## config.mk

```make
export PLATFORM = sky130hd
export DESIGN_NAME = cplx_rot_add
export DESIGN_NICKNAME = d
export VERILOG_FILES = /design/src/rtl/cplx_rot_add.sv
export SDC_FILE = /design/constraint.sdc
export NUM_CORES = 1
export LEC_CHECK = 0
export ABC_AREA = 0
export ABC_CLOCK_PERIOD_IN_PS = 6700
export BUFFER_PORTS_ARGS = -buffer_cell sky130_fd_sc_hd__buf_2
export CORE_MARGIN = 1.5
export CORE_UTILIZATION = 41
export DETAILED_ROUTE_END_ITERATION = 6
export GPL_ROUTABILITY_DRIVEN = 0
export PLACE_DENSITY = 0.72
export SYNTH_ARGS = -nofsm -noshare
export SYNTH_HDL_FRONTEND = slang
export SYNTH_SLANG_ARGS = --single-unit
```

## constraint.sdc

```tcl
create_clock -name clk -period 6.7 [get_ports clk]
set_input_delay 1.005 -clock clk [delete_from_list [all_inputs] [get_ports clk]]
set_output_delay 1.005 -clock clk [all_outputs]
set_load 0.01 [all_outputs]
```

## src/rtl/cplx_rot_add.sv

```systemverilog
module cplx_rot_add #(
  parameter int VEC_W = 128
) (
  input  logic             clk,
  input  logic             rst,
  input  logic             in_valid,
  input  logic [VEC_W-1:0] a_vec,
  input  logic [VEC_W-1:0] b_vec,
  input  logic             rot_sel,
  input  logic             esize_sel,
  input  logic             wide_sel,
  output logic [VEC_W-1:0] res_vec,
  output logic             out_valid,
  output logic             cfg_err
);
  localparam int HALF_W = VEC_W / 2;
  localparam int P32    = VEC_W / 64;
  localparam int P64    = VEC_W / 128;

  logic [VEC_W-1:0] sum32, sum64, pick, nxt;
  logic             bad;

  for (genvar k = 0; k < P32; k++) begin : g_p32
    logic [31:0] nr, ni, mr, mi;
    assign nr = a_vec[64*k +: 32];
    assign ni = a_vec[64*k+32 +: 32];
    assign mr = b_vec[64*k +: 32];
    assign mi = b_vec[64*k+32 +: 32];
    assign sum32[64*k +: 32]    = rot_sel ? nr + mi : nr - mi;
    assign sum32[64*k+32 +: 32] = rot_sel ? ni - mr : ni + mr;
  end

  for (genvar k = 0; k < P64; k++) begin : g_p64
    logic [63:0] nr, ni, mr, mi;
    assign nr = a_vec[128*k +: 64];
    assign ni = a_vec[128*k+64 +: 64];
    assign mr = b_vec[128*k +: 64];
    assign mi = b_vec[128*k+64 +: 64];
    assign sum64[128*k +: 64]    = rot_sel ? nr + mi : nr - mi;
    assign sum64[128*k+64 +: 64] = rot_sel ? ni - mr : ni + mr;
  end

  assign bad  = !wide_sel && esize_sel;
  assign pick = esize_sel ? sum64 : sum32;
  assign nxt  = bad ? '0 : (wide_sel ? pick : {{HALF_W{1'b0}}, pick[HALF_W-1:0]});

  always_ff @(posedge clk) begin
    if (rst) begin
      out_valid <= 1'b0;
      cfg_err   <= 1'b0;
      res_vec   <= '0;
    end else begin
      out_valid <= in_valid;
      if (in_valid) begin
        res_vec <= nxt;
        cfg_err <= bad;
      end
    end
  end


  valid_lat_chk: assert property (@(posedge clk) disable iff (rst)
    in_valid |=> out_valid);

  idle_lat_chk: assert property (@(posedge clk) disable iff (rst)
    !in_valid |=> !out_valid && $stable(res_vec) && $stable(cfg_err));

  err_flag_chk: assert property (@(posedge clk) disable iff (rst)
    in_valid |=> cfg_err == $past(!wide_sel && esize_sel));

  err_zero_chk: assert property (@(posedge clk) disable iff (rst)
    out_valid && cfg_err |-> res_vec == '0);

  narrow_top_chk: assert property (@(posedge clk) disable iff (rst)
    in_valid && !wide_sel |=> res_vec[VEC_W-1:HALF_W] == '0);

  reset_clr_chk: assert property (@(posedge clk)
    rst |=> !out_valid && !cfg_err && res_vec == '0);
endmodule

```

# Word level (Yosys, flattened, before mapping)
# Cells that the tools add are included.
# word_totals
regBits	130
in_bits	262
out_inout_bits	130
word_cells	26
# op_classes
n_addsub	12
muxes	9
n_reduce_logical	2
# op_table
op	count
128-bit 2-to-1 mux	3
32-bit adder	4
64-bit adder	2
32-bit 2-to-1 mux	4
64-bit 2-to-1 mux	2
32-bit subtractor	4
64-bit subtractor	2
1-bit logical AND	1
1-bit zero test	1

# Longest topological paths before layout
# logic_depth
ltp_word	5
depth_mapped	32
depth_no_buf	31

# Worst setup path after synthesis
# No wires, ideal clock.
# synth_timing
path_type	input -> register
from	in rot_sel
to	reg res_vec[56]
setup_ps	130
t_arrival_ps	7091
t_required_ps	6570
setup_slack_ps	-520
path_stages	28
path_buffers	7
path_cell_list	clkbuf_1 clkbuf_1 buf_1 buf_1 clkbuf_1 clkbuf_1 buf_1 nor2_1 xnor2_1 ha_1 nor2b_1 o31a_1 o211ai_1 a221oi_1 nor4b_2 o32a_1 o2111a_1 o21ai_1 a22oi_1 o21bai_1 nand2_1 a311oi_1 a211o_1 nand2_1 maj3_1 maj3_1 xnor2_1 o21ai_0
# synth_via
elab_chain_len	4
elab_cells_between_ends	5
classes_between	5 x mux
# synth_rtl
item	line	text
start, declared	9	input logic rot_sel,
32-bit 2-to-1 mux or 64-bit 2-to-1 mux (tied branches)	30, 39	
128-bit 2-to-1 mux *	44	assign pick = esize_sel ? sum64 : sum32;
128-bit 2-to-1 mux * (2 in series)	45	assign nxt = bad ? '0 : (wide_sel ? pick : {{HALF_W{1'b0}}, pick[HALF_W-1:0]});
end signal, assigned	55	res_vec <= nxt;
end, declared	12	output logic [VEC_W-1:0] res_vec,
# Mark *: on every way between the ends. The rest lies on a longest branch, timed or not.
# A chain may end at the register's enable or synchronous reset.

# Worst setup path after layout
# layout_timing
from	in b_vec[64]
to	reg res_vec[63]
# layout_via
elab_chain_len	5
elab_cells_between_ends	6
classes_between	2 x add/sub; 4 x mux
# layout_rtl
item	line	text
start, declared	8	input logic [VEC_W-1:0] b_vec,
64-bit subtractor or 64-bit adder (tied branches)	39	assign sum64[128*k +: 64] = rot_sel ? nr + mi : nr - mi;
64-bit 2-to-1 mux *	39	
128-bit 2-to-1 mux *	44	
128-bit 2-to-1 mux * (2 in series)	45	
# Marked as above.

==> run metrics <==
outcome finished clean; DR iter-0 viols 2521; Die W 233 µm; Initial DRT Pass Iterations 6; total negative setup slack 0 ps; hold_sp res_vec[41]; largest family of logic cells by synthesized area compound AO/OA/AOI/OAI gates; Leakage 11.6 nW; WL/cell 21.9 µm; Root Buffer clkbuf_16; fill count 5271; post-CTS setup buffers 0; Clock Pin Slew Worst Setup and Hold Paths 60 ps; synthesis warning total 0; CP Capture Type flop; mean post-synth cell area 7.18 µm²; largest net degree at the start of global routing 71; Synth top area share 0.121; maximum VDD drop 0.204 mV; Mapped Area 21700 µm²; Num CTS Buffers 17; CP Class in2reg; PostCTS Resize Cnt 0; top-count cell post-synth nor2_1; max incr delay on CP 460 ps; top cells by area, synth ha_1, dfxtp_1, xnor2_1, a21oi_1, xor2_1; Min Hold Slack 464 ps; vias in the first global route 23.0k; share of layout cells above drive strength 1 0.172; DRC viols 0; Worst Reg-to-Reg Cells 4; Final nets 3893; IO Pins 392; RSZ-0062 raised after global routing false; DRT Wirelength 90.8 mm; Top cell by count, worst path nand2_1; core area 52400 µm²; pwr dens 186 nW/µm²; Hold Path Class reg2reg; # rows 84; Primary FF master, synth dfxtp_1; initial core utilization 0.414; #FFs+latches synth 130; reg2reg start res_vec[127]; cell taking the most area after synthesis ha_1; Post-Synth XOR/XNOR Area 0.186; worst setup path start b_vec[64]; CTS Buffer Depth 2; final hold vios 0; Multi-input gate area 18100 µm²; FF/Latch Area 2600 µm²; All-Layer GR Usage 0.326; Layout area overhead 17.6%; DP HPWL 73.9 mm; asr flop ratio synth 0; first-pass GRT wire length 134 mm; number of antenna violations at the first check in global routing 32; WHS Path Cells 2; worst-path maximum fanout 11; die area 54300 µm²; mux share of post-synthesis cell area 0.00588; startpoint types input port; Adder-Cell Fraction of Synth Area 0.142; clock sinks 130; simple-gate portion of the synthesized area 0.205; Mapped Nets 3501; final number of setup-violating endpoints 0; Power, Total 4.75 mW; required time of the critical path 7060 ps; Max Slew Vio Count 0; CTS Hold Buffers Added 0; critical path depth 33; Worst-Margin Slew 1190 ps; Die Ht 233 µm; Via-to-Cell Ratio 6.04; final clock skew 0 ps; Slowest cell on crit path o41ai_1; WP data arrival 6510 ps; Post-Synthesis Cells 3023; synth unique cells 100; Via Count 25.0k; Seq/Total Area, Yosys 0.120; Synth Area in Compound Gates 0.294; crit path time final 6160 ps; grt total ovfl 0; top cell family by delay on the critical path compound AO/OA/AOI/OAI gates; post-route ant nets 0; Critical path buffers and inverters 5; Worst-Skew Late Latency 500 ps; PortBufs 391; htree depth 4; Synth top cells by count nor2_1, a21oi_1, xnor2_1; Fmax 162 MHz; CTS tree built; EDFF count, synth 0; fin crit share 0.919; Worst slew margin 0.206; Max-Cap Viols 0
-- cells by family after synthesis --
logic type,count (synthesis)
compound gates,985
flops,130
xor+xnor,443
buf+inv,269
fa+ha+maj,250
simple gates,934
mux,12
-- area by class of cell --
type                       count  share of cell area
clock buffer                  21              0.0188
multi-input combinational   2624               0.709
timing repair buffer         496               0.108
tap                          688              0.0337
sequential                   130               0.102
clock inverter                11             0.00495
antenna                       20             0.00196
inverter                     146              0.0215
-- registers in the layout, indices dropped and copies added, names as in the netlist --
name	flops
cfg_err	1
out_valid	1
res_vec	128
-- layout by cell type (no fill, tap or decap), drive strengths merged, types with 18 or more instances in the layout --
cell type,instances
nand2,243
o21a,26
maj3,34
nor2,313
a31oi,62
a21oi,305
nor4,33
clkbuf,21
nand2b,41
a211oi,18
a222oi,18
and2,25
nand4,26
xnor2,269
and3,26
diode,20
nand3,43
a21o,97
o211ai,25
o31ai,28
a22oi,55
buf,496
inv,147
o21bai,33
nor3,80
nor2b,38
ha,210
xor2,166
o21ai,175
dfxtp,130
-- where the power goes --
part	total, mW	switching (mW)	internal, mW
registers	0.893	0.0461	0.847
clock network	1.02	0.435	0.586
logic	2.84	1.66	1.18
-- path summary, 6_finish.rpt --
check / endpoint / slack, ps
setup / recovery: res_vec[63] / 540
hold / removal: res_vec[41] / 460
setup reg to reg: res_vec[127] / 5760
hold reg to reg: res_vec[41] / 460
-- routing by layer --
metal,global-route usage,wire (µm)
met5,0,150
met4,0.182,5340
met3,0.0697,9090
met2,0.536,41200
met1,0.392,35000
-- metrics by stage --
stage	area [µm²]	std cells	utilization	worst slack, ps
finish	25500	4136	0.487	543
global route	25500	4133	0.487	105
CTS	25500	4116	0.486	661
detailed placement	24900	4084	0.474	181
global placement	24900	4084	0.474	272
floorplan	21700	3023	-	10.5
-- worst register-to-register path: stages, from the launching register on --
cell	delay, ps
dfxtp_1	310
a21oi_1	110
o21ai_0	90
a211oi_1	220
o21ai_1	90
Note: power is estimated with default switching activity, not from simulation.
